<file path="config.mk">
export PLATFORM = sky130hd
export DESIGN_NAME = bus_recovery
export DESIGN_NICKNAME = d
export VERILOG_FILES = /design/src/rtl/bus_recovery_pkg.sv /design/src/rtl/bus_recovery_timer.sv /design/src/rtl/bus_recovery_fsm.sv /design/src/rtl/bus_recovery.sv
export SDC_FILE = /design/constraint.sdc
export NUM_CORES = 1
export LEC_CHECK = 0
export BUFFER_PORTS_ARGS = -buffer_cell sky130_fd_sc_hd__buf_2
export CAP_MARGIN = 20
export CORE_ASPECT_RATIO = 1.1
export CORE_MARGIN = 2
export CORE_UTILIZATION = 58
export DETAILED_ROUTE_END_ITERATION = 6
export PLACE_DENSITY_LB_ADDON = 0.08
export SLEW_MARGIN = 20
export SYNTH_ARGS = -nofsm -noshare
export SYNTH_HDL_FRONTEND = slang
export SYNTH_SLANG_ARGS = --single-unit
</file>
<file path="constraint.sdc">
create_clock -name clk -period 2.9 [get_ports clk]
set_input_delay 0.58 -clock clk [delete_from_list [all_inputs] [get_ports clk]]
set_output_delay 0.58 -clock clk [all_outputs]
set_load 0.005 [all_outputs]
</file>
<file path="src/rtl/bus_recovery_pkg.sv">
package bus_recovery_pkg;

  typedef enum logic [3:0] {
    ST_IDLE,
    ST_CLK_LO,
    ST_CLK_HI,
    ST_STA_SU,
    ST_STA_HD,
    ST_STO_LO,
    ST_STO_SU,
    ST_STO_BUF,
    ST_DONE,
    ST_FAIL
  } rec_state_e;

  function automatic int ns_to_cycles(longint unsigned hz, longint unsigned ns);
    longint unsigned c;
    c = (hz * ns + 64'd999_999_999) / 64'd1_000_000_000;
    if (c == 0) c = 1;
    return int'(c);
  endfunction

endpackage

</file>
<file path="src/rtl/bus_recovery_timer.sv">
module bus_recovery_timer #(
  parameter int TW = 8
) (
  input  logic          clk,
  input  logic          rst_n,
  input  logic          load_i,
  input  logic [TW-1:0] load_val_i,
  output logic          expired_o
);
  logic [TW-1:0] cnt_q;

  always_ff @(posedge clk) begin
    if (!rst_n)              cnt_q <= '0;
    else if (load_i)         cnt_q <= load_val_i;
    else if (cnt_q != '0)    cnt_q <= cnt_q - 1'b1;
  end

  assign expired_o = (cnt_q == '0);

  // a loaded phase starts from exactly the requested count
  a_r8_load_exact: assert property (@(posedge clk) disable iff (!rst_n)
    load_i |=> cnt_q == $past(load_val_i));
endmodule

</file>
<file path="src/rtl/bus_recovery_fsm.sv">
module bus_recovery_fsm
  import bus_recovery_pkg::*;
#(
  parameter int TW          = 8,
  parameter int MAX_PULSES  = 9,
  parameter int LOW_CYC     = 235,
  parameter int HIGH_CYC    = 200,
  parameter int SU_STA_CYC  = 235,
  parameter int HD_STA_CYC  = 200,
  parameter int SU_STO_CYC  = 235,
  parameter int BUF_CYC     = 235
) (
  input  logic          clk,
  input  logic          rst_n,
  input  logic          start_i,
  input  logic          sda_sync_i,
  input  logic          expired_i,
  output logic          load_o,
  output logic [TW-1:0] load_val_o,
  output logic          scl_oe_o,
  output logic          sda_oe_o,
  output logic          busy_o,
  output logic          done_o,
  output logic          fail_o
);
  localparam int PW = $clog2(MAX_PULSES + 1);

  rec_state_e    state_q, state_d;
  logic [PW-1:0] pulse_q, pulse_d;

  function automatic logic [TW-1:0] phase_len(rec_state_e s);
    int n;
    case (s)
      ST_CLK_LO, ST_STO_LO: n = LOW_CYC;
      ST_CLK_HI:            n = HIGH_CYC;
      ST_STA_SU:            n = SU_STA_CYC;
      ST_STA_HD:            n = HD_STA_CYC;
      ST_STO_SU:            n = SU_STO_CYC;
      ST_STO_BUF:           n = BUF_CYC;
      default:              n = 1;
    endcase
    return TW'(n - 1);
  endfunction

  always_comb begin
    state_d = state_q;
    pulse_d = pulse_q;
    case (state_q)
      ST_IDLE, ST_DONE, ST_FAIL:
        if (start_i) begin
          state_d = ST_CLK_LO;
          pulse_d = PW'(1);
        end
      ST_CLK_LO: if (expired_i) state_d = ST_CLK_HI;
      ST_CLK_HI:
        if (expired_i) begin
          if (sda_sync_i)                      state_d = ST_STA_SU;
          else if (pulse_q == PW'(MAX_PULSES)) state_d = ST_FAIL;
          else begin
            state_d = ST_CLK_LO;
            pulse_d = pulse_q + 1'b1;
          end
        end
      ST_STA_SU:  if (expired_i) state_d = ST_STA_HD;
      ST_STA_HD:  if (expired_i) state_d = ST_STO_LO;
      ST_STO_LO:  if (expired_i) state_d = ST_STO_SU;
      ST_STO_SU:  if (expired_i) state_d = ST_STO_BUF;
      ST_STO_BUF: if (expired_i) state_d = ST_DONE;
      default:    state_d = ST_IDLE;
    endcase
  end

  always_ff @(posedge clk) begin
    if (!rst_n) begin
      state_q <= ST_IDLE;
      pulse_q <= '0;
    end else begin
      state_q <= state_d;
      pulse_q <= pulse_d;
    end
  end

  assign load_o     = (state_d != state_q);
  assign load_val_o = phase_len(state_d);
  assign scl_oe_o   = (state_q == ST_CLK_LO) || (state_q == ST_STO_LO);
  assign sda_oe_o   = (state_q == ST_STA_HD) || (state_q == ST_STO_LO) ||
                      (state_q == ST_STO_SU);
  assign busy_o     = !(state_q inside {ST_IDLE, ST_DONE, ST_FAIL});
  assign done_o     = (state_q == ST_DONE);
  assign fail_o     = (state_q == ST_FAIL);

  // pulse count never passes the bound
  a_r3_pulse_bound: assert property (@(posedge clk) disable iff (!rst_n)
    pulse_q <= PW'(MAX_PULSES));
  // data line is only pulled with the clock released, after a high sample
  a_r5_start_edge: assert property (@(posedge clk) disable iff (!rst_n)
    $rose(sda_oe_o) |-> !scl_oe_o && $past(sda_sync_i));
  // stop edge happens with the clock released
  a_r6_stop_edge: assert property (@(posedge clk) disable iff (!rst_n)
    $fell(sda_oe_o) |-> !scl_oe_o);
  // done holds until a new trigger
  a_r7_done_hold: assert property (@(posedge clk) disable iff (!rst_n)
    done_o && !start_i |=> done_o && !scl_oe_o && !sda_oe_o);
  // failure only after the last pulse with the line still low
  a_r10_fail_cause: assert property (@(posedge clk) disable iff (!rst_n)
    $rose(fail_o) |-> !$past(sda_sync_i) && pulse_q == PW'(MAX_PULSES));
  // a trigger while busy does not rewind the pulse count
  a_r9_no_restart: assert property (@(posedge clk) disable iff (!rst_n)
    busy_o && start_i |=> pulse_q >= $past(pulse_q));
endmodule

</file>
<file path="src/rtl/bus_recovery.sv">
module bus_recovery
  import bus_recovery_pkg::*;
#(
  parameter longint unsigned CLK_HZ     = 50_000_000,
  parameter int              MAX_PULSES = 9,
  parameter int              SYNC_STAGES = 2,
  parameter longint unsigned T_LOW_NS    = 4700,
  parameter longint unsigned T_HIGH_NS   = 4000,
  parameter longint unsigned T_SU_STA_NS = 4700,
  parameter longint unsigned T_HD_STA_NS = 4000,
  parameter longint unsigned T_SU_STO_NS = 4700,
  parameter longint unsigned T_BUF_NS    = 4700
) (
  input  logic clk,
  input  logic rst_n,
  input  logic start_i,
  input  logic sda_i,
  output logic scl_oe_o,
  output logic sda_oe_o,
  output logic busy_o,
  output logic done_o,
  output logic fail_o
);
  localparam int LOW_CYC    = ns_to_cycles(CLK_HZ, T_LOW_NS);
  localparam int HIGH_CYC   = ns_to_cycles(CLK_HZ, T_HIGH_NS);
  localparam int SU_STA_CYC = ns_to_cycles(CLK_HZ, T_SU_STA_NS);
  localparam int HD_STA_CYC = ns_to_cycles(CLK_HZ, T_HD_STA_NS);
  localparam int SU_STO_CYC = ns_to_cycles(CLK_HZ, T_SU_STO_NS);
  localparam int BUF_CYC    = ns_to_cycles(CLK_HZ, T_BUF_NS);
  localparam int MAX_A = (LOW_CYC > HIGH_CYC) ? LOW_CYC : HIGH_CYC;
  localparam int MAX_B = (SU_STA_CYC > HD_STA_CYC) ? SU_STA_CYC : HD_STA_CYC;
  localparam int MAX_C = (SU_STO_CYC > BUF_CYC) ? SU_STO_CYC : BUF_CYC;
  localparam int MAX_AB = (MAX_A > MAX_B) ? MAX_A : MAX_B;
  localparam int MAX_ALL = (MAX_AB > MAX_C) ? MAX_AB : MAX_C;
  localparam int TW = $clog2(MAX_ALL + 1);

  logic          sda_sync;
  logic          tmr_load, tmr_expired;
  logic [TW-1:0] tmr_val;

  generate
    if (SYNC_STAGES == 0) begin : g_nosync
      assign sda_sync = sda_i;
    end else begin : g_sync
      logic [SYNC_STAGES-1:0] chain_q;
      always_ff @(posedge clk) begin
        if (!rst_n) chain_q <= '1;
        else        chain_q <= {chain_q[SYNC_STAGES-2 >= 0 ? SYNC_STAGES-2 : 0 : 0], sda_i};
      end
      assign sda_sync = chain_q[SYNC_STAGES-1];
    end
  endgenerate

  bus_recovery_timer #(.TW(TW)) timer_i (
    .clk        (clk),
    .rst_n      (rst_n),
    .load_i     (tmr_load),
    .load_val_i (tmr_val),
    .expired_o  (tmr_expired)
  );

  bus_recovery_fsm #(
    .TW         (TW),
    .MAX_PULSES (MAX_PULSES),
    .LOW_CYC    (LOW_CYC),
    .HIGH_CYC   (HIGH_CYC),
    .SU_STA_CYC (SU_STA_CYC),
    .HD_STA_CYC (HD_STA_CYC),
    .SU_STO_CYC (SU_STO_CYC),
    .BUF_CYC    (BUF_CYC)
  ) fsm_i (
    .clk        (clk),
    .rst_n      (rst_n),
    .start_i    (start_i),
    .sda_sync_i (sda_sync),
    .expired_i  (tmr_expired),
    .load_o     (tmr_load),
    .load_val_o (tmr_val),
    .scl_oe_o   (scl_oe_o),
    .sda_oe_o   (sda_oe_o),
    .busy_o     (busy_o),
    .done_o     (done_o),
    .fail_o     (fail_o)
  );

  // while the clock is pulled low the data line is not being newly pulled
  a_r2_no_sda_in_low: assert property (@(posedge clk) disable iff (!rst_n)
    $rose(scl_oe_o) && !$past(sda_oe_o) |-> !sda_oe_o);
endmodule

</file>
# Yosys cells after proc, flatten, opt, wreduce, memory -nomap -nowiden
# Index checks and enable logic that the tools add are counted.
[totals]
reg_bits = 18
output_inout_bits = 5
elab_cells = 62
[op_classes]
add_sub_neg = 3
eq_ne = 22
n_mux = 19
reduce_logical = 14
[op_table]
columns = ["op", "n"]
rows = [
  ["4-bit two-way mux", 14],
  ["4-bit by 3-bit equality test with 1-bit output (second input constant)", 8],
  ["4-bit one-hot mux with 8 select lines", 1],
  ["4-bit by 2-bit equality test with 1-bit output (second input constant)", 4],
  ["8-bit two-way mux", 2],
  ["8-bit one-hot mux with 2 select lines", 1],
  ["8-bit by 1-bit subtractor with 8-bit output (second input constant)", 2],
  ["4-bit equality test (second input constant)", 3],
  ["4-bit by 1-bit equality test with 1-bit output (second input constant)", 2],
  ["8-bit zero test", 1],
  ["4-bit one-hot mux with 2 select lines", 1],
  ["8-bit nonzero test", 1],
  ["2-bit inequality test (second input constant)", 3],
  ["5-bit AND reduction", 1],
  ["5-bit OR reduction", 1],
  ["4-bit by 1-bit adder with 4-bit output (second input constant)", 1],
  ["4-bit zero test", 1],
  ["4-bit inequality test", 1],
  ["2-bit nonzero test", 2],
  ["1-bit logical OR", 3],
  ["3-bit nonzero test", 1],
  ["3-bit OR reduction", 1],
  ["2-bit by 1-bit inequality test with 1-bit output (second input constant)", 1],
  ["2-bit OR reduction", 1],
  ["1-bit zero test", 1],
]

# Depth between registers and ports, before layout
[depth]
word_depth = 10
ltp_mapped = 13
mapped_depth_nobuf = 13

# By module
# From an unflattened synthesis, not the netlist that was laid out.
[hier_totals]
hier_cells = 142
hier_area_um2 = 1164.9
[modules_own_cells]
columns = ["mod", "instances", "cells_per_inst", "area_each_um2"]
rows = [
  ["bus_recovery_fsm", 1, 87, 654.4],
  ["bus_recovery_timer", 1, 51, 457.9],
  ["bus_recovery", 1, 4, 52.6],
]

# Worst setup path after synthesis
# No wires, ideal clock.
[synth_timing]
path_kind = "register to register"
startpoint = "register timer_i.cnt_q[2]"
endpoint = "register timer_i.cnt_q[6]"
t_arrival_ns = 2.180
t_required_ns = 2.827
path_slack_ns = 0.647
stages_incl_launch_ff = 12
n_path_buf = 0
path_cell_list = "dfxtp_1 > nor4_4 > nand2_4 > a21o_1 > a211oi_4 > and2_1 > a21oi_1 > ha_1 > o21ai_1 > a221oi_2 > xor2_1 > a21oi_1"
[synth_via]
elab_chain_cells = 8
elab_cells_between_ends = 26
classes_between = "2 x add/sub; 8 x eq/ne; 11 x mux; 5 x reduce/logical"
[synth_rtl]
columns = ["element", "line", "text"]
rows = [
  ["start: declaration", "bus_recovery_timer.sv:10", "logic [TW-1:0] cnt_q;"],
  ["start signal: assignment", "bus_recovery_timer.sv:14", "else if (load_i) cnt_q <= load_val_i;"],
  ["start signal: assignment", "bus_recovery_timer.sv:15", "else if (cnt_q != '0) cnt_q <= cnt_q - 1'b1;"],
  ["8-bit zero test", "bus_recovery_timer.sv:18", "assign expired_o = (cnt_q == '0);"],
  ["4-bit two-way mux, or another cell as far along", "bus_recovery_fsm.sv:68", "ST_STO_BUF: if (expired_i) state_d = ST_DONE;"],
  ["4-bit one-hot mux with 8 select lines", "bus_recovery_fsm.sv:48", "case (state_q)"],
  ["4-bit by 1-bit equality test with 1-bit output, or another cell as far along", "bus_recovery_fsm.sv:33", "case (s)"],
  ["5-bit OR reduction (no line) / 2-bit OR reduction (equally long branches)", "--", ""],
  ["8-bit one-hot mux with 2 select lines", "bus_recovery_fsm.sv:33", ""],
  ["8-bit by 1-bit subtractor with 8-bit output", "bus_recovery_fsm.sv:42", "return TW'(n - 1);"],
  ["8-bit two-way mux", "bus_recovery_timer.sv:14", ""],
]
# Parallel ways exist; a longest one is shown, timed or not. The select of a mux whose other input is x is not followed.
# A chain may end at the register's enable or synchronous reset.

# Worst setup path after layout
[layout_timing]
startpoint = "register fsm_i.state_q[2]"
endpoint = "register timer_i.cnt_q[6]"
[layout_via]
elab_chain_cells = 8
elab_cells_between_ends = 34
classes_between = "1 x add/sub; 17 x eq/ne; 11 x mux; 5 x reduce/logical"
[layout_rtl]
columns = ["element", "line", "text"]
rows = [
  ["start: declaration", "bus_recovery_fsm.sv:28", "rec_state_e state_q, state_d;"],
  ["start signal: assignment", "bus_recovery_fsm.sv:78", "state_q <= state_d;"],
  ["4-bit equality test / 4-bit zero test (equally long branches)", "bus_recovery_fsm.sv:48", ""],
  ["3-bit OR reduction", "bus_recovery_fsm.sv:48", ""],
  ["4-bit one-hot mux with 8 select lines", "bus_recovery_fsm.sv:48", ""],
  ["4-bit by 1-bit equality test with 1-bit output, or another cell as far along", "bus_recovery_fsm.sv:33", ""],
  ["5-bit OR reduction (no line) / 2-bit OR reduction (equally long branches)", "--", ""],
  ["8-bit one-hot mux with 2 select lines", "bus_recovery_fsm.sv:33", ""],
  ["8-bit by 1-bit subtractor with 8-bit output", "bus_recovery_fsm.sv:42", ""],
  ["8-bit two-way mux", "bus_recovery_timer.sv:14", ""],
]
# Parallel ways exist; a longest one is shown, timed or not.

==> impl_metrics.tcl <==
set metrics [dict create \
    status "complete, no violations" \
    avgSynthCellArea_um2 8.43 \
    synth_mux_area_frac 0.00968 \
    fin_nets 155 \
    antenna_cells 0 \
    yosys.area_share.simple 0.306 \
    busiest_layer "met2" \
    grt_pass1_vias 954 \
    initial_core_util 0.595 \
    fin_tns_setup_ns 0 \
    p_seq_frac 0.319 \
    grt_usage 0.249 \
    cp.arrival_ns 2.76 \
    finalHoldViolCount 0 \
    rr_startpoint "fsm_i.state_q[2]" \
    cp-end-kind "flop" \
    hp-class "reg -> reg" \
    cts.sinks 18 \
    synth_flop_cell "dfxtp_1" \
    tightest_slew_ns 0.666 \
    boundaryPins 9 \
    fp.dieArea_um2 2380 \
    cp_slowest_cell "dfxtp_1" \
    worst_setup_path_start_kind "flop" \
    core-area_um2 1960 \
    vias 1035 \
    postCtsSetupBuffers 0 \
    finalCritPeriodShare 0.892 \
    ys_seq_elements 18 \
    met3_usage 0.0318 \
    synth_edf_count 0 \
    layout-drive-gt1-share 0.218 \
    critical_path.max_fanout 9 \
    cts_tree "yes" \
    whs_ns 0.417 \
    die_h_um 51.0 \
    vias_per_cell 5.91 \
    synth_compound_area_frac 0.269 \
    crit_chain "nor3_1 > nor2_1 > o2bb2ai_2 > nor2_1 > and2_1 > a21oi_1 > ha_1 > o21ai_1 > a221oi_2 > xor2_1 > a21oi_1" \
    gp_congestion 0.901 \
    globalRouteMet2Util 0.375 \
    detail-route-antenna-nets 0 \
    cts.clk_slew.worst_paths_ns 0.11 \
    timing.slew.headroom 0.551 \
    synth_top_family_by_area "simple AND/OR/NAND/NOR gates" \
    rows 17 \
    place.detailed.hpwl_um 1790 \
    synth-xor-area-share 0.0376 \
    intPower_uw 722 \
    ys_types 46 \
    min_from "g_sync.chain_q[0]" \
    crit_buf_inv 0 \
    grt_use_met1 0.368 \
    worstSkewPairLatency_ns 0.30 \
    ir_drop_mv 0.721 \
    drt_iter0_drc 26 \
    holdBufCountCts 0 \
    critical_path.top_delay_family "compound AO/OA/AOI/OAI gates" \
    drv_slew 0 \
    yosysWarnings 0 \
    slowest_delay_ns 0.57 \
    synth_top_cells_by_area "dfxtp_1 31%, nor2_1 5.8%, a21oi_1 4.7%" \
    max_freq_mhz 387 \
    grt_pass1_wl_um 4400 \
    synthAdderAreaFrac 0.0323 \
    cts_buffers 3 \
    required_ns 3.07 \
    overflow 0 \
    syn-cell-area_um2 1160 \
    synthTopCellsByCount "18 x dfxtp_1, 18 x nor2_1, 11 x a21oi_1" \
    p_comb_frac 0.561 \
    post-route-min-period_ns 2.59 \
    grt_antenna_before_repair 0 \
    portBuffers 8 \
    synth.yosys.seq_area_share 0.310 \
    clock_tree.root_cell "clkbuf_4" \
    clock_path_buffers 2 \
    synth_top_area_share 0.310 \
    dr.pass1.iters 4 \
    sw_frac_of_total 0.464 \
    setup-violations-final 0 \
    drt-total-wl_um 2480 \
    rsz0062_at_grt "false" \
    syn_inst 138 \
    wl_per_cell_um 14.2 \
    p_leak_uw 0.000502 \
    synth_top_area_cell "dfxtp_1" \
    p_clk_frac 0.120 \
    grt_start_max_net_pins 17 \
    power_density_nw_per_um2 1060 \
    crit_path_start "fsm_i.state_q[2]" \
    synth_nets 145 \
    drv_cap 0 \
    worst-setup-path-type "reg -> reg" \
    async_reset_ff_frac 0 \
    skew_ns 0.00322 \
    die_w_um 46.7 \
    htree_levels 1 \
    syn_to_final_growth_pct 9.46 \
    route.detailed.drc 0 \
    net-switching-power_uw 626 \
]
## worst reg2reg max path: stages, from the launching register on
cell and delay [ns]:
dfxtp_1 0.57, nor3_1 0.09, nor2_1 0.27, o2bb2ai_2 0.26, nor2_1 0.16, and2_1 0.22, a21oi_1 0.13, ha_1 0.19
o21ai_1 0.11, a221oi_2 0.21, xor2_1 0.17, a21oi_1 0.08
## sequential cells by signal, summed over array words and instances, names as in the netlist
signal	flops
fsm_i.pulse_q	4
fsm_i.state_q	4
g_sync.chain_q	2
timer_i.cnt_q	8
## layout make-up
type | count | area (um2)
Sequential cell | 18 | 363
Multi-Input combinational cell | 111 | 762
Clock buffer | 4 | 36.3
Fill cell | 186 | 683
Timing Repair Buffer | 12 | 70.1
Tap cell | 28 | 35.0
Inverter | 2 | 7.51
## power groups by stage
stage,Sequential (uW),Clock (uW),Combinational [uW]
3_3_place_gp,429,0,737
2_1_floorplan,389,0,632
3_5_place_dp,433,0,746
4_1_cts,426,164,751
5_1_grt,443,170,840
6_report,430,161,756
## what timing repair did
| action | 4_1_cts | 5_1_grt |
|---|---|---|
| resized for setup | 0 | 2 |
| endpoints found under the setup margin | 0 | 1 |
| endpoints found under the hold margin | 0 | 0 |
## placed cells by master (no fill, tap or decap), types with 3 or more instances in the layout
cell type	netlist	final
nand2_1	8	8
nor3_1	3	3
xor2_1	3	3
clkbuf_4	0	3
ha_1	3	3
a21oi_1	11	11
buf_2	3	8
buf_4	1	4
nand4_1	3	3
or3_1	3	3
dfxtp_1	18	16
nand2b_1	6	6
o21ai_0	9	9
nor2_1	18	18
nand3_1	3	3
and2_1	4	4
## metal layers
layer / part of all wire / vias up
met3: 0.030 / 5
met5: 0 / -
li1: - / 520
met4: 0.012 / 0
met2: 0.47 / 21
met1: 0.49 / 489
## metrics by stage
| stage | util | area, um2 | worst slack, ns | std cells | total power, uW |
|---|---|---|---|---|---|
| 3_5_place_dp | 0.631 | 1230 | 0.194 | 171 | 1180 |
| 5_1_grt | 0.651 | 1270 | 0.00412 | 175 | 1450 |
| 2_1_floorplan | - | 1160 | 0.647 | 138 | 1020 |
| 3_3_place_gp | 0.631 | 1230 | 0.315 | 171 | 1170 |
| 6_report | 0.651 | 1270 | 0.313 | 175 | 1350 |
| 4_1_cts | 0.650 | 1270 | 0.169 | 175 | 1340 |
## cell families after synthesis
logic type,count (synthesis)
buffers and inverters,9
AOI/OAI and AO/OA,41
and+or+nand+nor,61
adders and majority gates,3
xor gates and xnor gates,5
DFF,18
muxes,1
## final timing paths
check,end,slack [ns],cells after the start
max reg2reg,timer_i.cnt_q[6],0.31,11
min reg2reg,g_sync.chain_q[1],0.42,1
max,timer_i.cnt_q[6],0.31,11
min,g_sync.chain_q[1],0.42,1
No activity file was read; power rests on OpenSTA's default activity.
